--- src/rtl/l2sp_pkg.sv ---
package l2sp_pkg;

  typedef enum logic [1:0] {
    ST_I = 2'd0,
    ST_S = 2'd1,
    ST_E = 2'd2,
    ST_M = 2'd3
  } mesi_e;

  // State a freshly filled line receives.
  function automatic mesi_e fill_state(input logic pwt, input logic wt, input logic ro);
    return (pwt || wt || ro) ? ST_S : ST_E;
  endfunction

  // Upper-level caching is allowed unless the line is read-only data.
  function automatic logic l1_allow(input logic ro, input logic code);
    return !ro || code;
  endfunction

endpackage

--- src/rtl/l2sp_tag_array.sv ---
module l2sp_tag_array
  import l2sp_pkg::*;
#(
  parameter int IDX_W = 3,
  parameter int TAG_W = 8
) (
  input  logic             clk,
  input  logic             rst_n,
  input  logic [IDX_W-1:0] lk_idx,
  input  logic [TAG_W-1:0] lk_tag,
  output logic             lk_hit,
  output mesi_e            lk_state,
  output logic             lk_ro,
  input  logic             wr_en,
  input  logic [IDX_W-1:0] wr_idx,
  input  logic [TAG_W-1:0] wr_tag,
  input  mesi_e            wr_state,
  input  logic             wr_ro
);
  localparam int ENTRIES = 1 << IDX_W;

  logic [ENTRIES*TAG_W-1:0] tag_flat;
  logic [ENTRIES*2-1:0]     st_flat;
  logic [ENTRIES-1:0]       ro_flat;

  for (genvar i = 0; i < ENTRIES; i++) begin : g_ent
    logic [TAG_W-1:0] tag_q;
    mesi_e            st_q;
    logic             ro_q;
    logic             sel;
    assign sel = wr_en && (wr_idx == IDX_W'(i));
    always_ff @(posedge clk) begin
      if (!rst_n) begin
        tag_q <= '0;
        st_q  <= ST_I;
        ro_q  <= 1'b0;
      end else if (sel) begin
        tag_q <= wr_tag;
        st_q  <= wr_state;
        ro_q  <= wr_ro;
      end
    end
    assign tag_flat[i*TAG_W +: TAG_W] = tag_q;
    assign st_flat[i*2 +: 2]          = st_q;
    assign ro_flat[i]                 = ro_q;
  end

  logic [TAG_W-1:0] rd_tag;
  mesi_e            rd_state;
  assign rd_tag   = tag_flat[lk_idx*TAG_W +: TAG_W];
  assign rd_state = mesi_e'(st_flat[lk_idx*2 +: 2]);

  assign lk_hit   = (rd_state != ST_I) && (rd_tag == lk_tag);
  assign lk_state = lk_hit ? rd_state : ST_I;
  assign lk_ro    = lk_hit && ro_flat[lk_idx];

  AST_RO_ONLY_SHARED: assert property (@(posedge clk) disable iff (!rst_n)
    wr_en && wr_ro |-> wr_state == ST_S) else $error("read-only line stored outside Shared");

endmodule

--- src/rtl/l2sp_policy.sv ---
module l2sp_policy
  import l2sp_pkg::*;
(
  input  logic  hit,
  input  mesi_e cur_state,
  input  logic  cur_ro,
  input  logic  is_write,
  input  logic  is_lock,
  input  logic  pwt,
  input  logic  is_code,
  input  logic  wt_hint,
  input  logic  ro_hint,
  output logic  fwd,
  output logic  upd,
  output logic  l1_en,
  output logic  store,
  output mesi_e nxt_state,
  output logic  nxt_ro
);
  always_comb begin
    fwd       = 1'b0;
    upd       = 1'b0;
    l1_en     = 1'b0;
    store     = 1'b0;
    nxt_state = ST_I;
    nxt_ro    = 1'b0;
    if (!is_write) begin
      if (hit) begin
        fwd       = is_lock;
        l1_en     = l1_allow(cur_ro, is_code);
        nxt_state = cur_state;
        nxt_ro    = cur_ro;
      end else begin
        fwd       = 1'b1;
        upd       = 1'b1;
        store     = 1'b1;
        nxt_state = fill_state(pwt, wt_hint, ro_hint);
        nxt_ro    = ro_hint;
        l1_en     = l1_allow(ro_hint, is_code);
      end
    end else if (!hit) begin
      fwd = 1'b1;
    end else begin
      store     = 1'b1;
      nxt_state = cur_state;
      nxt_ro    = cur_ro;
      if (cur_ro) begin
        fwd = 1'b1;
      end else if (is_lock || cur_state == ST_S) begin
        fwd = 1'b1;
        upd = 1'b1;
      end else begin
        upd       = 1'b1;
        nxt_state = ST_M;
      end
    end
  end

endmodule

--- src/rtl/l2_state_policy.sv ---
module l2_state_policy
  import l2sp_pkg::*;
#(
  parameter int ADDR_W = 16,
  parameter int IDX_W  = 3,
  parameter int OFF_W  = 5
) (
  input  logic              clk,
  input  logic              rst_n,
  input  logic              req_valid,
  input  logic [ADDR_W-1:0] req_addr,
  input  logic              req_write,
  input  logic              req_lock,
  input  logic              req_pwt,
  input  logic              req_code,
  input  logic              bus_wt,
  input  logic              bus_ro,
  output logic              rsp_valid,
  output logic              rsp_hit,
  output logic              rsp_fwd_bus,
  output logic              rsp_upd_data,
  output logic              rsp_l1_en,
  output logic [1:0]        rsp_state,
  output logic              rsp_ro
);
  localparam int TAG_W = ADDR_W - IDX_W - OFF_W;

  logic [IDX_W-1:0] a_idx;
  logic [TAG_W-1:0] a_tag;
  assign a_idx = req_addr[OFF_W +: IDX_W];
  assign a_tag = req_addr[ADDR_W-1 -: TAG_W];

  logic  lk_hit, lk_ro;
  mesi_e lk_state;
  logic  pol_fwd, pol_upd, pol_l1, pol_store, pol_ro;
  mesi_e pol_state;

  // Named events for the assertions.
  logic ev_fill, ev_wr_ro_hit, ev_wr_excl_hit;
  assign ev_fill        = req_valid && !req_write && !lk_hit;
  assign ev_wr_ro_hit   = req_valid && req_write && lk_hit && lk_ro;
  assign ev_wr_excl_hit = req_valid && req_write && lk_hit && lk_state == ST_E && !req_lock;

  l2sp_tag_array #(.IDX_W(IDX_W), .TAG_W(TAG_W)) u_tags (
    .clk      (clk),
    .rst_n    (rst_n),
    .lk_idx   (a_idx),
    .lk_tag   (a_tag),
    .lk_hit   (lk_hit),
    .lk_state (lk_state),
    .lk_ro    (lk_ro),
    .wr_en    (req_valid && pol_store),
    .wr_idx   (a_idx),
    .wr_tag   (a_tag),
    .wr_state (pol_state),
    .wr_ro    (pol_ro)
  );

  l2sp_policy u_policy (
    .hit       (lk_hit),
    .cur_state (lk_state),
    .cur_ro    (lk_ro),
    .is_write  (req_write),
    .is_lock   (req_lock),
    .pwt       (req_pwt),
    .is_code   (req_code),
    .wt_hint   (bus_wt),
    .ro_hint   (bus_ro),
    .fwd       (pol_fwd),
    .upd       (pol_upd),
    .l1_en     (pol_l1),
    .store     (pol_store),
    .nxt_state (pol_state),
    .nxt_ro    (pol_ro)
  );

  always_ff @(posedge clk) begin
    if (!rst_n) begin
      rsp_valid    <= 1'b0;
      rsp_hit      <= 1'b0;
      rsp_fwd_bus  <= 1'b0;
      rsp_upd_data <= 1'b0;
      rsp_l1_en    <= 1'b0;
      rsp_state    <= ST_I;
      rsp_ro       <= 1'b0;
    end else begin
      rsp_valid <= req_valid;
      if (req_valid) begin
        rsp_hit      <= lk_hit;
        rsp_fwd_bus  <= pol_fwd;
        rsp_upd_data <= pol_upd;
        rsp_l1_en    <= pol_l1;
        rsp_state    <= pol_state;
        rsp_ro       <= pol_ro;
      end
    end
  end

  AST_RSP_FOLLOWS_REQ: assert property (@(posedge clk) disable iff (!rst_n)
    req_valid |=> rsp_valid) else $error("missing response");
  AST_RSP_IDLE: assert property (@(posedge clk) disable iff (!rst_n)
    !req_valid |=> !rsp_valid) else $error("spurious response");
  AST_LOCK_ON_BUS: assert property (@(posedge clk) disable iff (!rst_n)
    req_valid && req_lock |=> rsp_fwd_bus) else $error("locked cycle kept off bus");
  AST_HINT_FILL_SHARED: assert property (@(posedge clk) disable iff (!rst_n)
    ev_fill && (req_pwt || bus_wt) |-> pol_state == ST_S) else $error("hinted fill not Shared");
  AST_RO_WRITE_MEMONLY: assert property (@(posedge clk) disable iff (!rst_n)
    ev_wr_ro_hit |-> pol_fwd && !pol_upd) else $error("read-only write touched data");
  AST_EXCL_WRITE_LOCAL: assert property (@(posedge clk) disable iff (!rst_n)
    ev_wr_excl_hit |=> rsp_state == ST_M && !rsp_fwd_bus) else $error("exclusive write mishandled");

endmodule

--- config.mk ---
export PLATFORM = sky130hd
export DESIGN_NAME = l2_state_policy
export DESIGN_NICKNAME = d
export VERILOG_FILES = /design/src/rtl/l2sp_pkg.sv /design/src/rtl/l2sp_tag_array.sv /design/src/rtl/l2sp_policy.sv /design/src/rtl/l2_state_policy.sv
export SDC_FILE = /design/constraint.sdc
export NUM_CORES = 1
export LEC_CHECK = 0
export BUFFER_PORTS_ARGS = -buffer_cell sky130_fd_sc_hd__buf_2
export CAP_MARGIN = 20
export CORE_MARGIN = 1
export CORE_UTILIZATION = 39
export CTS_BUF_LIST = sky130_fd_sc_hd__clkbuf_16
export CTS_CLUSTER_SIZE = 16
export DETAILED_ROUTE_END_ITERATION = 6
export GPL_TIMING_DRIVEN = 0
export PLACE_DENSITY = 0.55
export SYNTH_ARGS = -nofsm -noshare
export SYNTH_HDL_FRONTEND = slang
export SYNTH_SLANG_ARGS = --single-unit
--- constraint.sdc ---
create_clock -name clk -period 3 [get_ports clk]
set_input_delay 0 -clock clk [delete_from_list [all_inputs] [get_ports clk]]
set_output_delay 0 -clock clk [all_outputs]
set_load 0.01 [all_outputs]
Yosys cells after proc, flatten, opt, wreduce, memory -nomap -nowiden
Cells that the tools add are included.
{"block": "word_totals", "elab_cells": 88, "register_bits": 96, "input_bits": 25, "output_inout_bits": 8}
{"block": "classes", "reduce_logical": 20, "n_lt_le_gt_ge": 1, "mux": 25, "eq_ne": 9, "shift": 2}
{"operator": "variable part select 64 x 7 -> 8 bit", "count": 1}
{"operator": "2-to-1 mux 1 bit", "count": 17}
{"operator": "variable part select 16 x 5 -> 2 bit", "count": 1}
{"operator": "2-to-1 mux 2 bit", "count": 7}
{"operator": "== test 3 bit, second input constant", "count": 4}
{"operator": "logical AND 1 bit", "count": 11}
{"operator": "== test 8 bit", "count": 1}
{"operator": "== test 3 x 2 -> 1 bit, second input constant", "count": 2}
{"operator": "logical OR 1 bit", "count": 5}
{"operator": "< comparator 3 x 4 -> 1 bit, second input constant", "count": 1}
{"operator": "binary-select mux 1 bit (select 3 bit)", "count": 1}
{"operator": "== test 3 x 1 -> 1 bit, second input constant", "count": 1}
{"operator": "logical NOT 3 bit", "count": 1}
{"operator": "== test 2 x 1 -> 1 bit, second input constant", "count": 1}
{"operator": "logical NOT 1 bit", "count": 2}
{"operator": "nonzero test 2 bit", "count": 1}

Depth between registers and ports, before layout
Gate-level depths: netlist (run 1).
{"block": "logic_depth", "depth_word": 10, "ltp_mapped": 13, "mapped_depth_nobuf": 7}

Cells and area by module
A second synthesis (run 1) with hierarchy kept.
{"block": "unflattened", "cells_unflattened": 548, "hier_area_um2": 4772.1}
{"mod": "l2sp_tag_array", "cells_per_inst": 502, "area_per_inst_um2": 4305.4, "instances": 1, "seq_area_each_um2": 1761.7}
{"mod": "l2_state_policy", "cells_per_inst": 25, "area_per_inst_um2": 300.3, "instances": 1, "seq_area_each_um2": 160.2}
{"mod": "l2sp_policy", "cells_per_inst": 21, "area_per_inst_um2": 166.4, "instances": 1, "seq_area_each_um2": 0.0}

Least setup slack after synthesis (run 1)
No wires, ideal clock.
{"block": "synth_timing", "path_type": "flip-flop to flip-flop", "startpoint": "reg u_tags.g_ent[7].tag_q[0]", "endpoint": "reg u_tags.g_ent[0].st_q[1]", "t_required_ps": 2881, "stages_incl_launch_ff": 10, "setup_slack_ps": 371, "synth_period_minus_slack_ps": 2629, "path_buffers": 2, "setup_ps": 119, "arrival_ps": 2510, "path_cell_list": "dfxtp_1 -> mux4_2 -> mux2i_1 -> xnor2_1 -> or3_1 -> nor4_2 -> buf_6 -> buf_12 -> mux2_4 -> o221a_2"}
{"block": "synth_between", "elab_chain_len": 10, "elab_cells_between_ends": 17, "classes_between": "2 x eq/ne; 1 x shift; 9 x mux; 5 x reduce/logical"}
{"item": "start, declared", "line_no": "l2sp_tag_array.sv:27", "rtl": "logic [TAG_W-1:0] tag_q;"}
{"item": "start signal, assigned", "line_no": "l2sp_tag_array.sv:38", "rtl": "tag_q <= wr_tag;"}
{"item": "variable part select 64 x 7 -> 8 bit (*)", "line_no": "l2sp_tag_array.sv:50", "rtl": "assign rd_tag = tag_flat[lk_idx*TAG_W +: TAG_W];"}
{"item": "== test 8 bit (*)", "line_no": "l2sp_tag_array.sv:53", "rtl": "assign lk_hit = (rd_state != ST_I) && (rd_tag == lk_tag);"}
{"item": "logical AND 1 bit (*)", "line_no": "l2sp_tag_array.sv:53"}
{"item": "2-to-1 mux 2 bit", "line_no": "l2sp_tag_array.sv:54", "rtl": "assign lk_state = lk_hit ? rd_state : ST_I;"}
{"item": "== test 2 x 1 -> 1 bit", "line_no": "l2sp_policy.sv:49", "rtl": "end else if (is_lock || cur_state == ST_S) begin"}
{"item": "logical OR 1 bit", "line_no": "l2sp_policy.sv:49"}
{"item": "2-to-1 mux 2 bit", "line_no": "l2sp_policy.sv:49"}
{"item": "2-to-1 mux 2 bit", "line_no": "l2sp_policy.sv:47", "rtl": "if (cur_ro) begin"}
{"item": "2-to-1 mux 2 bit", "line_no": "l2sp_policy.sv:41", "rtl": "end else if (!hit) begin"}
{"item": "2-to-1 mux 2 bit", "line_no": "l2sp_policy.sv:27", "rtl": "if (!is_write) begin"}
{"item": "end signal, assigned", "line_no": "l2sp_tag_array.sv:39", "rtl": "st_q <= wr_state;"}
{"item": "end, declared", "line_no": "l2sp_tag_array.sv:28", "rtl": "mesi_e st_q;"}
Every way passes the cells marked *; elsewhere a longest branch is shown, timed or not.
A chain may end at the register's enable or synchronous reset.

Worst setup path after layout (run 1)
{"block": "layout_timing", "startpoint": "reg u_tags.g_ent[0].tag_q[0]", "endpoint": "reg u_tags.g_ent[2].ro_q"}
{"block": "layout_between", "elab_chain_len": 7, "elab_cells_between_ends": 12, "classes_between": "1 x eq/ne; 1 x shift; 6 x mux; 4 x reduce/logical"}
{"item": "start, declared", "line_no": "l2sp_tag_array.sv:27"}
{"item": "start signal, assigned", "line_no": "l2sp_tag_array.sv:38"}
{"item": "variable part select 64 x 7 -> 8 bit (*)", "line_no": "l2sp_tag_array.sv:50"}
{"item": "== test 8 bit (*)", "line_no": "l2sp_tag_array.sv:53"}
{"item": "logical AND 1 bit (*)", "line_no": "l2sp_tag_array.sv:53"}
{"item": "2-to-1 mux 1 bit, on equally long branches", "line_no": "l2sp_policy.sv:28, l2sp_policy.sv:41"}
{"item": "2-to-1 mux 1 bit", "line_no": "l2sp_policy.sv:27"}
{"item": "logical AND 1 bit", "line_no": "l2_state_policy.sv:52", "rtl": ".wr_en (req_valid && pol_store),"}
{"item": "logical AND 1 bit", "line_no": "l2sp_tag_array.sv:31", "rtl": "assign sel = wr_en && (wr_idx == IDX_W'(i));"}
{"item": "end signal, assigned", "line_no": "l2sp_tag_array.sv:40", "rtl": "ro_q <= wr_ro;"}
{"item": "end, declared", "line_no": "l2sp_tag_array.sv:29", "rtl": "logic ro_q;"}
Marked as above.

==> results_dict.tcl, run 1 <==
set metrics [dict create \
    finalSetupTns_ns 0 \
    initialDrtViolationCount 233 \
    slowest_stage "mux4_2" \
    wl_met2_mm 6.61 \
    syn-num-nets 494 \
    synth_xor_area_frac 0.0146 \
    final_cells 659 \
    p_sw_frac 0.255 \
    timing.fmax_ghz 0.348 \
    p_leak_nw 2.28 \
    place_hpwl_mm 9.18 \
    period_share 0.958 \
    finalHoldViolCount 0 \
    clkPwrFrac 0.429 \
    synth_flop_cell "dfxtp_1" \
    crit_family "multiplexers" \
    synth_edf_count 0 \
    first_pass_iters 5 \
    fin_ws_ns 0.125 \
    track_usage 0.221 \
    synth_cell_types 48 \
    combPwrFrac 0.095 \
    dp_cells 639 \
    post_synth.cell_area_avg_um2 10.2 \
    status "complete, no violations" \
    dieHeight_um 113 \
    hp-class "in2reg" \
    muxShareOfSynthArea 0.301 \
    drc 0 \
    power_density_nw_per_um2 502 \
    drtAntennaViolNets 0 \
    yosysSeqAreaShare 0.402 \
    async_flop_share 0 \
    final_cell_mix "dfxtp_1 (96), nand2_1 (90), mux2i_1 (87)" \
    synth_seq_cells 96 \
    drt_wl_total_mm 13.4 \
    required_ns 3.25 \
    cpPeakStageDelay_ns 0.46 \
    syn_to_final_growth_pct 14.6 \
    die-area_um2 12700 \
    post_route_cells_drive_above_1_share 0.205 \
    vias 3689 \
    synth_top_family_by_area "multiplexers" \
    synthAdderAreaFrac 0 \
    skew_ns 0.00792 \
    hold_slack_ns 0.0639 \
    synth-simple-area-share 0.129 \
    worstSetupStartpointType "flop" \
    p_sw_mw 0.702 \
    io_buffers 23 \
    cts_num_sinks 96 \
    cp_num_buf_inv 2 \
    maxSlewHeadroom 0.529 \
    setup_viol 0 \
    maxUsedRoutingLayer "met4" \
    ios 33 \
    die_w_um 113 \
    min_period_ns 2.87 \
    syn_area_um2 4780 \
    root_buffer "clkbuf_16" \
    path_clk_slew_ns 0.07 \
    crit_type "reg2reg" \
    met3RoutedLength_um 633 \
    tightest_slew_ns 0.706 \
    diodes 0 \
    start_util 0.400 \
    m1WireLength_mm 5.84 \
    utilization 0.458 \
    vdd_ir_drop_max_uv 326 \
    synth-compound-area-share 0.0991 \
    p_seq_frac 0.476 \
    end_kind "flop" \
    internal_power_mw 2.05 \
    clock_latency_ns 0.35 \
    avgRoutedWirePerCell_um 20.3 \
    path_max_fanout 10 \
    gp_congestion 0.791 \
    drv_slew 0 \
    mostFrequentLayoutCell "dfxtp_1" \
    grt_max_degree 18 \
    cap_violations 0 \
    place_worst_setup_slack_ns -0.400 \
    nets 532 \
    placementRows 40 \
    synthCells 469 \
    cts.htree.levels 3 \
    cts_buffers 9 \
    antenna_found_initial 0 \
    cts_tree "built" \
    design.core.area_um2 12000 \
    viasPerCell 5.60 \
    path_cells "mux4_2 > mux2i_1 > xnor2_1 > or3_1 > nor4_2 > buf_6 > mux2_2 > buf_4 > a221oi_1" \
    cts_buffer_depth 2 \
    grt_overflow 0 \
    arrival_ns 3.12 \
    grt_pass1_vias 3832 \
    grt_pass1_wl_mm 20.9 \
    ys_warn_count 0 \
]
## timing repair
item,4_1_cts,5_1_grt
endpoints found under the setup margin,7,19
setup buffers,0,2
gates resized for setup,1,6
hold endpoints to repair,2,0
hold buffers,2,0
## metrics by stage
| step | instance area, µm² | total power, mW |
|---|---|---|
| 6_report | 5480 | 2.75 |
| 5_1_grt | 5480 | 2.84 |
| 4_1_cts | 5420 | 2.78 |
| 3_5_place_dp | 5080 | 1.60 |
| 3_3_place_gp | 5080 | 1.59 |
| 2_1_floorplan | 4780 | 1.51 |
## cell type report
class | count | area, µm²
Sequential cell | 96 | 1920
Fill cell | 1163 | 6480
Timing Repair Buffer | 27 | 175
Clock inverter | 7 | 78.8
Tap cell | 147 | 184
Multi-Input combinational cell | 326 | 2630
Clock buffer | 9 | 225
Buffer | 37 | 224
Inverter | 10 | 37.5
## registers in the layout (all words and copies together), names as in the netlist
register / cells
u_tags.g_ent.ro_q: 8
rsp_valid: 1
rsp_fwd_bus: 1
rsp_ro: 1
rsp_state: 2
rsp_upd_data: 1
rsp_l1_en: 1
u_tags.g_ent.st_q: 16
rsp_hit: 1
u_tags.g_ent.tag_q: 64
## worst register-to-register path, delay by kind of cell, from the launching register on
kind	cells	cell delay, ns
AND/OR/NAND/NOR	2	0.64
XOR/XNOR	1	0.13
flip-flops	1	0.32
AO/OA/AOI/OAI	1	0.27
multiplexers	3	0.98
buffers and inverters	2	0.43
## path summary, 6_finish.rpt
kind	from	end	slack [ns]	cells after the start
worst min-delay path	req_pwt	u_tags.g_ent[1].st_q[0]	0.06	4
worst max register to register	u_tags.g_ent[0].tag_q[0]	u_tags.g_ent[2].ro_q	0.13	9
worst max-delay path	u_tags.g_ent[0].tag_q[0]	u_tags.g_ent[2].ro_q	0.13	9
worst min register to register	u_tags.g_ent[1].tag_q[5]	u_tags.g_ent[1].tag_q[5]	0.46	2
## per-layer routing
layer,track usage,vias to the layer above
met4,0.0942,0
met3,0.0359,26
li1,-,1771
met5,0,-
met1,0.274,1796
met2,0.379,96
## power groups by stage
stage | logic (mW) | registers [mW] | clock network, mW
6_report | 0.262 | 1.31 | 1.18
5_1_grt | 0.285 | 1.31 | 1.25
4_1_cts | 0.260 | 1.31 | 1.21
3_5_place_dp | 0.257 | 1.34 | 0
3_3_place_gp | 0.254 | 1.34 | 0
2_1_floorplan | 0.167 | 1.34 | 0
## logic make-up after synthesis
family / count (synthesis)
AOI/OAI and AO/OA: 60
muxes: 120
DFF: 96
and+or+nand+nor: 138
xor gates and xnor gates: 8
buffers and inverters: 47
## cells in the mapped netlist (2+ instances only)
| library cell | instances | area, µm² |
|---|---|---|
| dfxtp_1 | 96 | 1920 |
| nand2_1 | 90 | 338 |
| mux2i_1 | 88 | 881 |
| clkbuf_1 | 19 | 71.3 |
| mux4_2 | 16 | 360 |
| o21ai_0 | 15 | 75.1 |
| mux2_2 | 12 | 135 |
| inv_1 | 10 | 37.5 |
| o221a_1 | 10 | 113 |
| buf_4 | 9 | 67.6 |
| nor2_1 | 9 | 33.8 |
| a221oi_1 | 8 | 70.1 |
| a21oi_1 | 7 | 35.0 |
| nor2b_1 | 7 | 43.8 |
| o221a_2 | 6 | 67.6 |
| or3_1 | 6 | 37.5 |
| nand3_1 | 5 | 25.0 |
| xnor2_1 | 5 | 43.8 |
| buf_2 | 4 | 20.0 |
| nand2b_1 | 4 | 25.0 |
| nor3_1 | 4 | 20.0 |
| or2_2 | 3 | 18.8 |
| xor2_1 | 3 | 26.3 |
| a2bb2oi_1 | 2 | 17.5 |
| a41oi_1 | 2 | 17.5 |
| and2_1 | 2 | 12.5 |
| buf_6 | 2 | 22.5 |
| mux2i_2 | 2 | 27.5 |
| nor4_1 | 2 | 12.5 |
| o211ai_1 | 2 | 15.0 |
| o21a_1 | 2 | 15.0 |
Power figures use the tool's default switching activity.
==> run 2: changes to the inputs <==
clock period = 3.65 ns   (was 3 ns; I/O delays follow)
==> run 2 against run 1 <==
Compared with the run above: cell count shrank 0.30%; critical endpoint is now u_tags.g_ent[0].ro_q; power shrank 18%; fmax shrank 6.8%; clock skew shrank 0.00068 ns; worst hold slack lost 0.0048 ns; register-to-register slack gained 0.44 ns; via count grew 0.57%; largest cell class unchanged.
==> results_dict.tcl, run 2 (synthesized netlist as in run 1, its figures left out) <==
set metrics [dict create \
    status "complete, no violations" \
    post_cts_resize_count 0 \
    slowest_stage "mux2i_2" \
    cap_violations 0 \
    required_ns 3.84 \
    place_worst_setup_slack_ns 0.250 \
    grt_pass1_vias 3834 \
    period_share 0.845 \
    path_clk_slew_ns 0.07 \
    initialDrtViolationCount 201 \
    top_regs "u_tags.g_ent.tag_q x64, u_tags.g_ent.st_q x16, u_tags.g_ent.ro_q x8" \
    finalSetupTns_ns 0 \
    p_total_mw 2.26 \
    use_met2 0.379 \
    cp_num_buf_inv 1 \
    drv_slew 0 \
    regMostFlops "u_tags.g_ent.tag_q" \
    skew_ns 0.00724 \
    viasPerCell 5.65 \
    cts_buffers 9 \
    vdd_ir_drop_max_uv 268 \
    p_sw_mw 0.577 \
    placementRows 40 \
    mostFrequentLayoutCell "dfxtp_1" \
    cts.htree.levels 3 \
    first_pass_iters 5 \
    use_met1 0.273 \
    post_cts_buffers 0 \
    arrival_ns 3.27 \
    crit_family "multiplexers" \
    final_cells 657 \
    met3_usage 0.0359 \
    final_cell_mix "dfxtp_1 (96), nand2_1 (90), mux2i_1 (88)" \
    internal_power_mw 1.68 \
    cts_num_sinks 96 \
    grt_max_degree 18 \
    end_kind "flop" \
    timing.fmax_ghz 0.324 \
    nets 530 \
    cts_tree "built" \
    maxSlewHeadroom 0.393 \
    drt_wl_total_mm 13.3 \
    clock_latency_ns 0.35 \
    place_hpwl_mm 9.18 \
    nFillCells 1160 \
    cts_buffer_depth 2 \
    die-area_um2 12700 \
    multi_input_area_um2 2600 \
    track_usage 0.220 \
    ios 33 \
    diodes 0 \
    crit_type "reg2reg" \
    post_route_cells_drive_above_1_share 0.192 \
    finalHoldViolCount 0 \
    antenna_found_initial 0 \
    path_cells "mux4_2 > mux2i_1 > xnor2_1 > or3_1 > nor4_2 > buf_6 > mux2i_2 > a221oi_1" \
    p_seq_frac 0.476 \
    hp-class "in2reg" \
    p_sw_frac 0.255 \
    fin_ws_ns 0.566 \
    hold_buffers 2 \
    tightest_slew_ns 0.892 \
    design.core.area_um2 12000 \
    start_util 0.400 \
    cpPeakStageDelay_ns 0.78 \
    root_buffer "clkbuf_16" \
    largest_reg_flops 64 \
    setup_viol 0 \
    drtAntennaViolNets 0 \
    grt.busiest_layer "met2" \
    worstSetupStartpointType "flop" \
    dieHeight_um 113 \
    combPwrFrac 0.094 \
    regArea_um2 1920 \
    path_max_fanout 10 \
    clkPwrFrac 0.430 \
    vias 3710 \
    avgRoutedWirePerCell_um 20.3 \
    grt_overflow 0 \
    drc 0 \
    io_buffers 23 \
    p_leak_nw 2.26 \
    min_period_ns 3.08 \
    syn_to_final_growth_pct 13.0 \
    gp_congestion 0.791 \
    rsz0062_at_grt "false" \
    grt_pass1_wl_mm 20.8 \
    dp_cells 639 \
    power_density_nw_per_um2 418 \
    die_w_um 113 \
]
## run 2: layout make-up
cell class	instances	area share
repair buffers	25	0.0250
plain buffers	37	0.0407
flip-flops and latches	96	0.355
clock inverters	7	0.0146
clock buffers	9	0.0417
inverters	10	0.00694
well taps	147	0.0340
multi-input cells	326	0.482
## run 2: worst reg2reg max path: stages (launching register included)
cell	delay, ns
dfxtp_1	0.32
mux4_2	0.46
mux2i_1	0.17
xnor2_1	0.13
or3_1	0.39
nor4_2	0.25
buf_6	0.22
mux2i_2	0.78
a221oi_1	0.21
## run 2: power by group through the flow
stage | clock (mW) | sequential (mW) | combinational (mW)
finish | 0.972 | 1.08 | 0.213
global route | 1.03 | 1.08 | 0.231
CTS | 0.995 | 1.08 | 0.214
detailed placement | 0 | 1.10 | 0.211
global placement | 0 | 1.10 | 0.209
floorplan | 0 | 1.10 | 0.137
## run 2: path summary, 6_finish.rpt
check / startpoint / end / slack, ns / depth (start not counted)
worst min-delay path: req_pwt / u_tags.g_ent[1].st_q[0] / 0.06 / 4
worst min register to register: u_tags.g_ent[3].tag_q[7] / u_tags.g_ent[3].tag_q[7] / 0.46 / 2
worst max-delay path: u_tags.g_ent[0].tag_q[0] / u_tags.g_ent[0].ro_q / 0.57 / 8
worst max register to register: u_tags.g_ent[0].tag_q[0] / u_tags.g_ent[0].ro_q / 0.57 / 8
## run 2: layer usage
layer / routed length [µm] / vias to the layer above
met3: 538 / 28
met4: 331 / 0
met1: 5880 / 1807
li1: - / 1772
met2: 6560 / 103
met5: 0 / -
## run 2: stage by stage
stage,util,area (µm²),hold WS (ns)
after floorplan,-,4780,0.170
after global placement,0.425,5080,0.300
after detailed placement,0.425,5080,0.297
after CTS,0.452,5410,0.0526
after global routing,0.452,5410,0.0703
final,0.452,5410,0.0591
